--- src/rtl/rnb_pkg.sv ---
package rnb_pkg;
  // Index of the highest set bit of a match vector (at most one is expected).
  function automatic int unsigned oh_index(input logic [63:0] vec);
    int unsigned idx;
    idx = 0;
    for (int i = 0; i < 64; i++) begin
      if (vec[i]) idx = i;
    end
    return idx;
  endfunction
endpackage

--- src/rtl/rnb_arch_file.sv ---
module rnb_arch_file #(
  parameter int NREG   = 8,
  parameter int DATA_W = 16,
  localparam int RW = $clog2(NREG)
) (
  input  logic              clk,
  input  logic              rst_n,
  input  logic              wr_en,
  input  logic [RW-1:0]     wr_reg,
  input  logic [DATA_W-1:0] wr_data,
  input  logic [RW-1:0]     rd_a_reg,
  output logic [DATA_W-1:0] rd_a_data,
  input  logic [RW-1:0]     rd_b_reg,
  output logic [DATA_W-1:0] rd_b_data
);
  logic [NREG-1:0][DATA_W-1:0] regs;

  for (genvar g = 0; g < NREG; g++) begin : g_reg
    always_ff @(posedge clk) begin
      if (!rst_n) regs[g] <= '0;
      else if (wr_en && wr_reg == RW'(g)) regs[g] <= wr_data;
    end
  end

  assign rd_a_data = regs[rd_a_reg];
  assign rd_b_data = regs[rd_b_reg];
endmodule

--- src/rtl/rnb_lookup.sv ---
module rnb_lookup #(
  parameter int DEPTH  = 8,
  parameter int NREG   = 8,
  parameter int DATA_W = 16,
  localparam int IW = $clog2(DEPTH),
  localparam int RW = $clog2(NREG)
) (
  input  logic                         clk,
  input  logic                         rst_n,
  input  logic [DEPTH-1:0]             busy,
  input  logic [DEPTH-1:0]             latest,
  input  logic [DEPTH-1:0]             done,
  input  logic [DEPTH-1:0][RW-1:0]     ent_reg,
  input  logic [DEPTH-1:0][DATA_W-1:0] ent_data,
  input  logic [RW-1:0]                src,
  input  logic [DATA_W-1:0]            arch_val,
  input  logic                         wb_valid,
  input  logic [IW-1:0]                wb_tag,
  input  logic [DATA_W-1:0]            wb_data,
  output logic                         avail,
  output logic [DATA_W-1:0]            val,
  output logic [IW-1:0]                tag
);
  logic [DEPTH-1:0] match;
  logic [IW-1:0]    idx;

  for (genvar g = 0; g < DEPTH; g++) begin : g_cmp
    assign match[g] = busy[g] && latest[g] && (ent_reg[g] == src);
  end

  assign idx = IW'(rnb_pkg::oh_index(64'(match)));

  always_comb begin
    avail = 1'b1;
    val   = arch_val;
    tag   = '0;
    if (|match) begin
      if (done[idx]) begin
        val = ent_data[idx];
      end else if (wb_valid && wb_tag == idx) begin
        val = wb_data;
      end else begin
        avail = 1'b0;
        val   = '0;
        tag   = idx;
      end
    end
  end

  // at most one newest occupied entry per register
  a_r4_single_latest: assert property (@(posedge clk) disable iff (!rst_n)
    $onehot0(match));
endmodule

--- src/rtl/rnb_rename_file.sv ---
module rnb_rename_file #(
  parameter int DEPTH  = 8,
  parameter int NREG   = 8,
  parameter int DATA_W = 16,
  localparam int IW = $clog2(DEPTH),
  localparam int RW = $clog2(NREG),
  localparam int PW = IW + 1
) (
  input  logic              clk,
  input  logic              rst_n,
  input  logic              ren_valid,
  output logic              ren_ready,
  input  logic [RW-1:0]     ren_dst,
  input  logic [RW-1:0]     ren_src_a,
  input  logic [RW-1:0]     ren_src_b,
  output logic [IW-1:0]     ren_tag,
  output logic              opa_avail,
  output logic [DATA_W-1:0] opa_data,
  output logic [IW-1:0]     opa_tag,
  output logic              opb_avail,
  output logic [DATA_W-1:0] opb_data,
  output logic [IW-1:0]     opb_tag,
  input  logic              wb_valid,
  input  logic [IW-1:0]     wb_tag,
  input  logic [DATA_W-1:0] wb_data,
  input  logic              ret_valid,
  output logic              ret_ready
);
  logic [PW-1:0]                head, tail, count;
  logic [IW-1:0]                head_idx, tail_idx;
  logic [DEPTH-1:0]             busy, latest, done;
  logic [DEPTH-1:0][RW-1:0]     ent_reg;
  logic [DEPTH-1:0][DATA_W-1:0] ent_data;
  logic                         ren_fire, ret_fire;
  logic [DATA_W-1:0]            arch_a, arch_b;

  assign head_idx  = head[IW-1:0];
  assign tail_idx  = tail[IW-1:0];
  assign count     = head - tail;
  assign ren_ready = (count != PW'(DEPTH));
  assign ren_fire  = ren_valid && ren_ready;
  assign ren_tag   = head_idx;
  assign ret_ready = busy[tail_idx] && done[tail_idx];
  assign ret_fire  = ret_valid && ret_ready;

  always_ff @(posedge clk) begin
    if (!rst_n) begin
      head <= '0;
      tail <= '0;
    end else begin
      if (ren_fire) head <= head + PW'(1);
      if (ret_fire) tail <= tail + PW'(1);
    end
  end

  for (genvar g = 0; g < DEPTH; g++) begin : g_ent
    always_ff @(posedge clk) begin
      if (!rst_n) begin
        busy[g]     <= 1'b0;
        latest[g]   <= 1'b0;
        done[g]     <= 1'b0;
        ent_reg[g]  <= '0;
        ent_data[g] <= '0;
      end else begin
        if (wb_valid && wb_tag == IW'(g) && busy[g]) begin
          ent_data[g] <= wb_data;
          done[g]     <= 1'b1;
        end
        if (ret_fire && tail_idx == IW'(g)) begin
          busy[g]   <= 1'b0;
          latest[g] <= 1'b0;
        end
        if (ren_fire) begin
          if (head_idx == IW'(g)) begin
            busy[g]    <= 1'b1;
            latest[g]  <= 1'b1;
            done[g]    <= 1'b0;
            ent_reg[g] <= ren_dst;
          end else if (busy[g] && ent_reg[g] == ren_dst) begin
            latest[g] <= 1'b0;
          end
        end
      end
    end

    // a computed entry keeps its result until it is freed
    a_r5_done_sticky: assert property (@(posedge clk) disable iff (!rst_n)
      (busy[g] && done[g] && !(ret_fire && tail_idx == IW'(g))) |=> done[g]);
  end

  rnb_arch_file #(.NREG(NREG), .DATA_W(DATA_W)) u_arch (
    .clk(clk), .rst_n(rst_n),
    .wr_en(ret_fire), .wr_reg(ent_reg[tail_idx]), .wr_data(ent_data[tail_idx]),
    .rd_a_reg(ren_src_a), .rd_a_data(arch_a),
    .rd_b_reg(ren_src_b), .rd_b_data(arch_b)
  );

  rnb_lookup #(.DEPTH(DEPTH), .NREG(NREG), .DATA_W(DATA_W)) u_look_a (
    .clk(clk), .rst_n(rst_n), .busy(busy), .latest(latest), .done(done),
    .ent_reg(ent_reg), .ent_data(ent_data), .src(ren_src_a), .arch_val(arch_a),
    .wb_valid(wb_valid), .wb_tag(wb_tag), .wb_data(wb_data),
    .avail(opa_avail), .val(opa_data), .tag(opa_tag)
  );

  rnb_lookup #(.DEPTH(DEPTH), .NREG(NREG), .DATA_W(DATA_W)) u_look_b (
    .clk(clk), .rst_n(rst_n), .busy(busy), .latest(latest), .done(done),
    .ent_reg(ent_reg), .ent_data(ent_data), .src(ren_src_b), .arch_val(arch_b),
    .wb_valid(wb_valid), .wb_tag(wb_tag), .wb_data(wb_data),
    .avail(opb_avail), .val(opb_data), .tag(opb_tag)
  );

  // occupancy never exceeds the buffer size
  a_r9_no_overflow: assert property (@(posedge clk) disable iff (!rst_n)
    count <= PW'(DEPTH));
  // each accepted rename moves the head by exactly one
  a_r2_head_step: assert property (@(posedge clk) disable iff (!rst_n)
    ren_fire |=> head == $past(head) + PW'(1));
  // each retirement moves the tail by exactly one
  a_r8_tail_step: assert property (@(posedge clk) disable iff (!rst_n)
    ret_fire |=> tail == $past(tail) + PW'(1));
endmodule

--- config.mk ---
export PLATFORM = sky130hd
export DESIGN_NAME = rnb_rename_file
export DESIGN_NICKNAME = d
export VERILOG_FILES = /design/src/rtl/rnb_pkg.sv /design/src/rtl/rnb_arch_file.sv /design/src/rtl/rnb_lookup.sv /design/src/rtl/rnb_rename_file.sv
export SDC_FILE = /design/constraint.sdc
export NUM_CORES = 1
export LEC_CHECK = 0
export BUFFER_PORTS_ARGS = -buffer_cell sky130_fd_sc_hd__buf_2
export CAP_MARGIN = 25
export CORE_ASPECT_RATIO = 1.5
export CORE_MARGIN = 10
export CORE_UTILIZATION = 57
export DETAILED_ROUTE_END_ITERATION = 7
export PLACE_DENSITY = 0.77
export REMOVE_ABC_BUFFERS = 1
export SKIP_LAST_GASP = 1
export SYNTH_ARGS = -nofsm -noshare
export SYNTH_HDL_FRONTEND = slang
export SYNTH_SLANG_ARGS = --single-unit
export TNS_END_PERCENT = 10
--- constraint.sdc ---
create_clock -name clk -period 4 [get_ports clk]
set_clock_uncertainty 0.05 [all_clocks]
set_input_delay 0.2 -clock clk [delete_from_list [all_inputs] [get_ports clk]]
set_output_delay 0.2 -clock clk [all_outputs]
set_load 0.05 [all_outputs]
==> summary.md <==
| Metric | Value |
|---|---|
| Status | complete, but fails checks |
| Failing checks | setup timing |
| Most frequent cells after synthesis | 445 x nand2_1, 312 x dfxtp_1, 181 x mux2i_1 |
| Peak supply drop | 0.2857 mV |
| Period minus WS final | 4.136 ns |
| Crit start category | flip-flop |
| Area of the core | 33450 µm² |
| Post-synth top area share | 32.24% |
| TritonRoute pass-1 iters | 6 |
| Period utilization | 103.4% |
| Worst-case clock buffer depth | 3 |
| Vias in the first global route | 18050 |
| Final wirelength | 70160 µm |
| Io pins | 78 |
| FF-to-FF setup slack | 0.84 ns |
| Leading area contributor after synthesis | dfxtp_1 |
| Most common cell in the netlist | nand2_1 |
| Initial DRC count | 2318 |
| Clock power frac | 44.1% |
| FILL cells | 2657 |
| Hold_sp | ren_dst[0] |
| Hold Path End | ent_reg[21] |
| CTS H-Tree Depth | 1 |
| HPWL after detailed placement | 45730 µm |
| Area Growth Syn to Fin | 12.32% |
| Final worst-path setup slack | -0.1356 ns |
| CP Data Required Time | 3.75 ns |
| Crit path arrival time | 3.89 ns |
| Clk pin slew, worst setup/hold paths | 0.07 ns |
| Max Fclk | 241.8 MHz |
| Hold Vio Cnt, Final | 0 |
| Placement Cell Area | 20260 µm² |
| Flip-flop and latch area | 6261 µm² |
| Number of flops mapped to enable cells by yosys | 0 |
| Hold crit path type | in -> reg |
| TritonCTS clock tree | done |
| Most numerous cell on the critical path | buf_4 |
| Mapped Cells | 2135 |
| DRC violations left | 0 |
| Distinct cells, synth | 60 |
| Max Transition Viols Final | 0 |
| Area contributors post-synth | dfxtp_1 32%, mux4_2 14%, mux2i_1 9.4% |
| Comb pwr share | 8.1% |
| Effective utilization at floorplan | 57.92% |
| Placer congestion estimate | 0.9937 |
| Nets | 2196 |
| RSZ-0062 raised after global routing | true |
| Fraction of layout instances using a drive strength above 1 | 19.49% |
| Die height | 245.8 µm |
| Final design utilization | 65.06% |
| Row count | 82 |
| Pint | 4.989 mW |
| Via density | 6.919 |
| Initial antenna violation count | 1 |
| Sequential power share | 47.8% |
| CP startpoint | ent_reg[14] |
| Final setup viols | 4 |
| CP max stage cell | a2111oi_0 |
| Die width | 170.5 µm |
| ANT nets after route | 0 |
| DR WL/cell | 27.08 µm |
| Seq cells post-synth | 312 |
| # clock sinks | 312 |
| Power Density | 305.6 nW/µm² |
| Async S/R FF share, synth | 0% |
| Synth Cell Area | 19370 µm² |
| Sw Ratio | 24.99% |
| Main flop type after synthesis | dfxtp_1 |
| First-pass GRT wire length | 105800 µm |
| Cell chosen for the clock root | clkbuf_16 |
| Setup TNS Final | -0.1950 ns |
| Largest net degree at the start of global routing | 151 |
| P_leak | 8.657 nW |
| Critical path depth in cells | 8 |
| Net Sw Power | 1.662 mW |
| YS warnings | 0 |
| Final instance area | 21760 µm² |
| Die footprint | 41920 µm² |
| Grt ovf | 0 |
| Syn_area_per_cell | 9.074 µm² |
| CTS Buf Count | 30 |
| Crit-path cells | xor2_1 > or4_1 > buf_4 > a31oi_4 > buf_4 > nor2_1 > a2111oi_0 > buf_2 |
| Worst slew margin | 24.43% |
| WS Path Type | reg -> out |
| Actual slew at the worst max-slew pin | 1.134 ns |
| Hold Path Depth | 3 |
| Skew-Pair Late Insertion Delay | 0.60 ns |
| I/O Buffers | 77 |
| Cell family contributing the most delay on the critical path | buffers and inverters |
| Crit path largest cell delay | 0.72 ns |
| Multi-input gate area | 12390 µm² |
| Bufs and invs on worst path | 3 |
| Worst reg2reg path startpoint | tail[1] |
| Max-cap viol count | 0 |
| R2R cell count | 7 |
| Sequential area share after synthesis | 32.24% |
| Crit Reg-Reg Endpoint | u_arch.regs[100] |
| Worst Path Max Fanout | 35 |
| Gr usage total | 32.55% |
| Critical path capture point type | output pin |
| Via count | 17930 |
==> routing by layer <==
layer	track usage, %	wire length, µm
met5	0	0
met1	36.38	23740
met3	7.857	7780
met2	52.57	32240
met4	24.73	6402
==> final cells by class <==
class                           instances  share of cell area, %
Multi-Input combinational cell       1606                  56.93
Sequential cell                       312                  28.77
Timing Repair Buffer                  187                  7.135
Clock buffer                           44                  4.013
Tap cell                              420                  2.415
Clock inverter                         10                 0.5290
Inverter                               11                 0.1897
Antenna cell                            1                0.01150
==> worst min-delay path, stage by stage <==
cell      delay, ns
buf_2          0.23
nand3_1        0.11
a21boi_0       0.07
==> metrics by stage <==
step / power [mW] / instances / hold WS, ns / worst slack [ns]
finish: 6.651 / 2591 / 0.03536 / -0.1356
global route: 6.809 / 2591 / 0.06531 / -0.07567
CTS: 6.633 / 2577 / 0.02555 / -0.06624
detailed placement: 3.747 / 2507 / 0.4244 / 0.2438
global placement: 3.733 / 2498 / 0.4135 / 0.2933
floorplan: 3.500 / 1929 / 0.2717 / -2.286
==> power groups by stage <==
stage	Clock, mW	Combinational (mW)	Sequential (mW)
6_report	2.94	0.538	3.18
5_1_grt	3.06	0.571	3.18
4_1_cts	2.94	0.516	3.18
3_5_place_dp	0	0.500	3.25
3_3_place_gp	0	0.489	3.24
2_1_floorplan	0	0.251	3.25
==> kinds of logic after synthesis <==
family,share of synthesized area (%)
XOR/XNOR,3.797
multiplexers,24.17
buffers and inverters,4.734
flip-flops,32.24
adder cells (fa/ha/maj),0.9687
AO/OA/AOI/OAI,13.99
AND/OR/NAND/NOR,20.09
==> layout by cell type (no fill, tap or decap), types with 22 or more instances in the layout <==
cell type  instances
and3_1            23
a21oi_1           37
dfxtp_1          300
nand3_1           78
xnor2_1           30
o21ai_0           28
nand4_1           36
a21boi_0         151
mux2i_1          181
clkbuf_16         31
buf_2             67
nor2b_1          152
nor3_1            22
nand2_1          443
mux4_2           119
xor2_1            54
buf_4             74
==> worst max path at each step <==
stage / to / slack, ns
6_report: opa_tag[2] / -0.14
5_1_grt: opa_data[5] / -0.08
4_1_cts: opa_data[9] / -0.07
3_5_place_dp: opb_tag[0] / 0.24
3_3_place_gp: opb_data[11] / 0.29
2_1_floorplan: opa_tag[2] / -2.29
==> timing repair <==
item	in CTS	in global routing
endpoints found under the hold margin	128	0
setup buffers	0	9
gates resized for setup	17	37
endpoints found under the setup margin	37	39
cloned	0	2
hold buffers	16	0
pin swaps	1	7
(Power assumes the default switching activity.)
